File: src/rtl/xcp_pkg.sv
package xcp_pkg;

  localparam logic [3:0] CL_PLAIN = 4'd0;
  localparam logic [3:0] CL_SUPV  = 4'd1;
  localparam logic [3:0] CL_WRSR  = 4'd2;
  localparam logic [3:0] CL_RDSR  = 4'd3;
  localparam logic [3:0] CL_TBRD  = 4'd4;
  localparam logic [3:0] CL_SCALL = 4'd5;
  localparam logic [3:0] CL_TRAP  = 4'd6;
  localparam logic [3:0] CL_FPOP  = 4'd7;

  typedef enum logic [2:0] {
    XC_NONE    = 3'd0,
    XC_ILLEGAL = 3'd1,
    XC_PRIV    = 3'd2,
    XC_SCALL   = 3'd3,
    XC_TRAP    = 3'd4,
    XC_FPPROG  = 3'd5
  } cause_e;

  typedef struct packed {
    logic bad_op;
    logic bad_reg;
    logic priv;
    logic scall;
    logic trap;
    logic fp;
  } viol_t;

  function automatic cause_e rank_cause(input viol_t v);
    if (v.bad_op)       return XC_ILLEGAL;
    else if (v.bad_reg) return XC_ILLEGAL;
    else if (v.priv)    return XC_PRIV;
    else if (v.scall)   return XC_SCALL;
    else if (v.trap)    return XC_TRAP;
    else if (v.fp)      return XC_FPPROG;
    return XC_NONE;
  endfunction

endpackage

File: src/rtl/xcp_num_match.sv
module xcp_num_match #(
  parameter int          W     = 10,
  parameter int          N     = 8,
  parameter logic [N*W-1:0] NUMS = '0
) (
  input  logic [W-1:0] num,
  output logic [N-1:0] hit_vec
);
  for (genvar i = 0; i < N; i++) begin : g_ent
    assign hit_vec[i] = (num == NUMS[i*W +: W]);
  end
endmodule

File: src/rtl/xcp_cause_select.sv
module xcp_cause_select
  import xcp_pkg::*;
(
  input  logic [3:0] cls,
  input  logic       user,
  input  logic       fp_en,
  input  logic       fp_exc,
  input  logic       trap_hit,
  input  logic       spr_hit,
  input  logic       spr_supv,
  input  logic       spr_ro,
  input  logic       tb_hit,
  output viol_t      viol,
  output cause_e     cause,
  output logic       nop
);
  logic is_sr;

  always_comb begin
    is_sr        = (cls == CL_WRSR) || (cls == CL_RDSR);
    viol.bad_op  = cls[3];
    viol.bad_reg = (is_sr && !spr_hit) || ((cls == CL_TBRD) && !tb_hit);
    viol.priv    = user && ((cls == CL_SUPV) || (is_sr && spr_hit && spr_supv));
    viol.scall   = (cls == CL_SCALL);
    viol.trap    = (cls == CL_TRAP) && trap_hit;
    viol.fp      = (cls == CL_FPOP) && fp_exc && fp_en;
    cause        = rank_cause(viol);
    nop          = (cls == CL_WRSR) && spr_hit && spr_ro && !user;
  end
endmodule

File: src/rtl/xcp_result_reg.sv
module xcp_result_reg #(
  parameter int W = 4
) (
  input  logic         clk,
  input  logic         rst_n,
  input  logic         in_valid,
  output logic         in_ready,
  input  logic [W-1:0] d,
  output logic         out_valid,
  input  logic         out_ready,
  output logic [W-1:0] q
);
  logic take;

  assign in_ready = !out_valid || out_ready;
  assign take     = in_valid && in_ready;

  always_ff @(posedge clk or negedge rst_n) begin
    if (!rst_n) begin
      out_valid <= 1'b0;
      q         <= '0;
    end else if (take) begin
      out_valid <= 1'b1;
      q         <= d;
    end else if (out_ready) begin
      out_valid <= 1'b0;
    end
  end

  p_fill_r2: assert property (@(posedge clk) disable iff (!rst_n)
    take |=> out_valid);
  p_drain_r2: assert property (@(posedge clk) disable iff (!rst_n)
    (!in_valid && out_ready) |=> !out_valid);
  p_stall_hold_r3: assert property (@(posedge clk) disable iff (!rst_n)
    (out_valid && !out_ready) |=> (out_valid && $stable(q)));
  p_stall_block_r3: assert property (@(posedge clk) disable iff (!rst_n)
    (out_valid && !out_ready) |-> !in_ready);
endmodule

File: src/rtl/xcp_classifier.sv
module xcp_classifier
  import xcp_pkg::*;
#(
  parameter int SPRN_W = 10,
  parameter int N_SPR  = 8,
  parameter logic [N_SPR*SPRN_W-1:0] SPR_NUMS =
    {10'd1009, 10'd287, 10'd272, 10'd27, 10'd26, 10'd9, 10'd8, 10'd1},
  parameter logic [N_SPR-1:0] SPR_SUPV = 8'b1111_1000,
  parameter logic [N_SPR-1:0] SPR_RO   = 8'b1100_0000,
  parameter int N_TB = 2,
  parameter logic [N_TB*SPRN_W-1:0] TB_NUMS = {10'd269, 10'd268}
) (
  input  logic              clk,
  input  logic              rst_n,
  input  logic              in_valid,
  output logic              in_ready,
  input  logic [3:0]        in_class,
  input  logic [SPRN_W-1:0] in_sprn,
  input  logic              in_user,
  input  logic              in_fp_en,
  input  logic              in_fp_exc,
  input  logic              in_trap_hit,
  output logic              out_valid,
  input  logic              out_ready,
  output logic [2:0]        out_cause,
  output logic              out_nop
);
  localparam int RES_W = $bits(cause_e) + 1;

  logic [N_SPR-1:0] spr_vec;
  logic [N_TB-1:0]  tb_vec;
  logic             spr_hit, spr_supv, spr_ro, tb_hit;
  viol_t            viol;
  cause_e           cause_c;
  logic             nop_c;
  logic [RES_W-1:0] res_q;

  xcp_num_match #(.W(SPRN_W), .N(N_SPR), .NUMS(SPR_NUMS)) u_spr (
    .num(in_sprn), .hit_vec(spr_vec));
  xcp_num_match #(.W(SPRN_W), .N(N_TB), .NUMS(TB_NUMS)) u_tb (
    .num(in_sprn), .hit_vec(tb_vec));

  assign spr_hit  = |spr_vec;
  assign spr_supv = |(spr_vec & SPR_SUPV);
  assign spr_ro   = |(spr_vec & SPR_RO);
  assign tb_hit   = |tb_vec;

  xcp_cause_select u_sel (
    .cls(in_class), .user(in_user), .fp_en(in_fp_en), .fp_exc(in_fp_exc),
    .trap_hit(in_trap_hit), .spr_hit(spr_hit), .spr_supv(spr_supv),
    .spr_ro(spr_ro), .tb_hit(tb_hit), .viol(viol), .cause(cause_c),
    .nop(nop_c));

  xcp_result_reg #(.W(RES_W)) u_out (
    .clk(clk), .rst_n(rst_n), .in_valid(in_valid), .in_ready(in_ready),
    .d({nop_c, cause_c}), .out_valid(out_valid), .out_ready(out_ready),
    .q(res_q));

  assign out_cause = res_q[RES_W-2:0];
  assign out_nop   = res_q[RES_W-1];

  logic accept;
  assign accept = in_valid && in_ready;

  p_user_supv_r4: assert property (@(posedge clk) disable iff (!rst_n)
    (accept && in_user && in_class == CL_SUPV) |=> out_cause == 3'd2);
  p_bad_class_r11: assert property (@(posedge clk) disable iff (!rst_n)
    (accept && in_class[3]) |=> out_cause == 3'd1);
  p_scall_r9: assert property (@(posedge clk) disable iff (!rst_n)
    (accept && in_class == CL_SCALL) |=> out_cause == 3'd3);
  p_fp_gate_r10: assert property (@(posedge clk) disable iff (!rst_n)
    (accept && in_class == CL_FPOP && !in_fp_en) |=> out_cause == 3'd0);
  p_nop_clean_r12: assert property (@(posedge clk) disable iff (!rst_n)
    (out_valid && out_nop) |-> out_cause == 3'd0);
  p_nop_user_r7: assert property (@(posedge clk) disable iff (!rst_n)
    (accept && in_user) |=> !out_nop);
endmodule

File: config.mk
export PLATFORM = sky130hd
export DESIGN_NAME = xcp_classifier
export DESIGN_NICKNAME = d
export VERILOG_FILES = /design/src/rtl/xcp_pkg.sv /design/src/rtl/xcp_num_match.sv /design/src/rtl/xcp_cause_select.sv /design/src/rtl/xcp_result_reg.sv /design/src/rtl/xcp_classifier.sv
export SDC_FILE = /design/constraint.sdc
export NUM_CORES = 1
export LEC_CHECK = 0
export BUFFER_PORTS_ARGS = -buffer_cell sky130_fd_sc_hd__buf_4
export CAP_MARGIN = 10
export CORE_AREA = 4 4 41 43
export DETAILED_ROUTE_END_ITERATION = 10
export DIE_AREA = 0 0 45 47
export SLEW_MARGIN = 40
export SYNTH_ARGS = -nofsm -noshare
export SYNTH_HDL_FRONTEND = slang
export SYNTH_SLANG_ARGS = --single-unit
File: constraint.sdc
create_clock -name clk -period 1.4 [get_ports clk]
set_input_delay 0.07 -clock clk [delete_from_list [all_inputs] [get_ports clk]]
set_output_delay 0.07 -clock clk [all_outputs]
set_load 0.1 [all_outputs]
==> impl_metrics.env <==
export IMPL_io_pins=28
export IMPL_grt_util_all_layers_pct=13.5
export IMPL_min_period_over_period_pct=90.1
export IMPL_grt_overflow=0
export IMPL_drc_errors=0
export IMPL_num_antenna_cells=0
export IMPL_setup_viol=0
export IMPL_cpMaxStageDelayCell="dfrtp_4"
export IMPL_syn2layout_area_growth_pct=76.3
export IMPL_rsz0062_at_grt="false"
export IMPL_multi_input_area_sq_um=294
export IMPL_total_power_mw=0.558
export IMPL_netSwitchingPower_mw=0.203
export IMPL_cap_viol_max_count=0
export IMPL_post_drt_via_cell_ratio=5.21
export IMPL_placed_area_sq_um=689
export IMPL_wl_mm=1.25
export IMPL_worst_ep_arrival_time_ns=1.41
export IMPL_antenna_left=0
export IMPL_fp_row_count=13
export IMPL_cpPeakStageDelay_ns=0.48
export IMPL_syn_inst=46
export IMPL_cp_cell_sequence="nand2b_4, nand2_4, or3_1, o211ai_1"
export IMPL_cts_sink_count=5
export IMPL_hold_buffers=1
export IMPL_cts_buffers_inserted=3
export IMPL_cp_top_family="simple AND/OR/NAND/NOR gates"
export IMPL_cts_resized_gates=0
export IMPL_synth_area_sq_um=412
export IMPL_htreeDepth=1
export IMPL_vias=511
export IMPL_clkPwrFrac_pct=28.4
export IMPL_cts_setup_buffers=0
export IMPL_die_h_um=47
export IMPL_intPower_mw=0.355
export IMPL_synthDistinctLibCells=29
export IMPL_whs_ns=0.0638
export IMPL_synth_warnings=0
export IMPL_finalHoldViolCount=0
export IMPL_io_buffers=27
export IMPL_gp_congestion=0.720
export IMPL_grt_pass1_wl_mm=2.01
export IMPL_ys_seq_area_share_pct=30.4
export IMPL_die_area_sq_um=2120
export IMPL_coreArea_sq_um=1300
export IMPL_setup_slack_ns=0.139
export IMPL_max_slew_margin_rel_pct=79.8
export IMPL_holdCritPathClass="in -> reg"
export IMPL_p_leak_nw=0.334
export IMPL_grt_max_degree=9
export IMPL_synth_edf_count=0
export IMPL_status="finished clean"
export IMPL_clk_latency_ns=0.23
export IMPL_stdcell_area_sq_um=726
export IMPL_clock_fmax_mhz=793
export IMPL_swShare_pct=36.4
export IMPL_path_max_fanout=8
export IMPL_path_clk_slew_ns=0.04
export IMPL_clock_skew_ns=0.000222
export IMPL_cts_root_buf="clkbuf_4"
export IMPL_num_fill_cells=134
export IMPL_hpwl_mm=1.10
export IMPL_ys_ff_latch=5
export IMPL_syn_nets=68
export IMPL_drive_gt1_share_pct=53.0
export IMPL_ys_flop_type="dfrtp_1"
export IMPL_detail_route_wl_per_cell_um=12.8
export IMPL_grt_pass1_vias=490
export IMPL_seq_power_share_pct=29.2
export IMPL_critPathLaunchType="flop"
export IMPL_dieWidth_um=45
export IMPL_drt_iter0_drc=11
export IMPL_drv_slew=0
export IMPL_clockBufferDepth=2
export IMPL_initial_core_util_pct=31.6
export IMPL_antenna_found_initial=0
export IMPL_syn_avg_cell_area_sq_um=8.95
export IMPL_crit_type="reg -> reg"
export IMPL_vdd_drop_max_mv=0.249
export IMPL_fin_tns_setup_ns=0
export IMPL_crit_buf_inv=0
export IMPL_async_flop_share_pct=100
export IMPL_seqCellArea_sq_um=129
export IMPL_combinationalPowerShare_pct=42.3
export IMPL_cellPowerDensity_nw_per_um2=768
export IMPL_min_period_ns=1.26
export IMPL_critical_path_required_ns=1.55
export IMPL_cts_tree="done"
export IMPL_cp_end_kind="flop"
export IMPL_worst_pin_slew_ns=0.300
export IMPL_nets=106
export IMPL_dr_pass1_iters=4
export IMPL_place_ws_ns=-0.0964
==> cell usage after synthesis (2+ instances only) <==
cell,count,area share (%)
dfrtp_1,5,30
inv_1,2,1.8
nand2_1,4,3.6
nand2b_1,2,3.0
nand3_1,2,2.4
nor2_1,2,1.8
nor4_1,4,6.1
or3_1,4,6.1
==> layout by cell type, fill, tap and decap left out, types with 2 or more instances in the layout <==
master	n
buf_4	32
or3_1	4
nor4_1	4
dfrtp_1	4
nand2_1	3
clkbuf_4	3
nand3_1	2
inv_1	2
nor2_1	2
==> cell type report <==
cell class	instances	share of cell area, %
Multi-Input combinational cell	39	40.5
Timing Repair Buffer	33	34.5
Sequential cell	5	17.8
Clock buffer	4	3.62
Tap cell	15	2.59
Inverter	2	1.03
==> registers in the layout, indices dropped and copies added (netlist names) <==
signal	count
u_out.out_valid	1
u_out.q	4
==> worst paths after layout <==
kind,from,endpoint,slack [ns],depth (start not counted)
hold / removal,in_valid,u_out.out_valid,0.06,2
setup / recovery,u_out.out_valid,u_out.q[0],0.14,4
hold reg to reg,u_out.q[3],u_out.q[3],0.47,1
max in group asynchronous,rst_n,u_out.out_valid,1.10,2
min in group asynchronous,rst_n,u_out.out_valid,0.18,2
setup reg to reg,u_out.out_valid,u_out.q[0],0.14,4
==> kinds of logic after synthesis <==
kind of cell    synth area share (%)
simple gates                    42.9
mux                             2.43
flops                           30.4
compound gates                  22.5
buf+inv                         1.82
==> layer usage <==
layer	track usage [%]	vias to the layer above	wire [um]
met5	0	-	0
met1	15.4	227	512
met4	8.77	0	14
met3	3.45	2	108
li1	-	261	-
met2	22.3	21	617
==> stage by stage <==
stage	instances	utilization, %
after detailed placement	93	53.0
after floorplan	46	-
after global placement	93	53.0
after CTS	98	55.8
after global routing	98	55.8
final	98	55.8
==> power groups by stage <==
stage	clock (mW)	combinational, mW	sequential (mW)
finish	0.159	0.236	0.163
global route	0.174	0.250	0.163
CTS	0.169	0.238	0.163
detailed placement	0	0.235	0.165
global placement	0	0.234	0.164
floorplan	0	0.0630	0.234
Note: power is estimated with default switching activity, not from simulation.
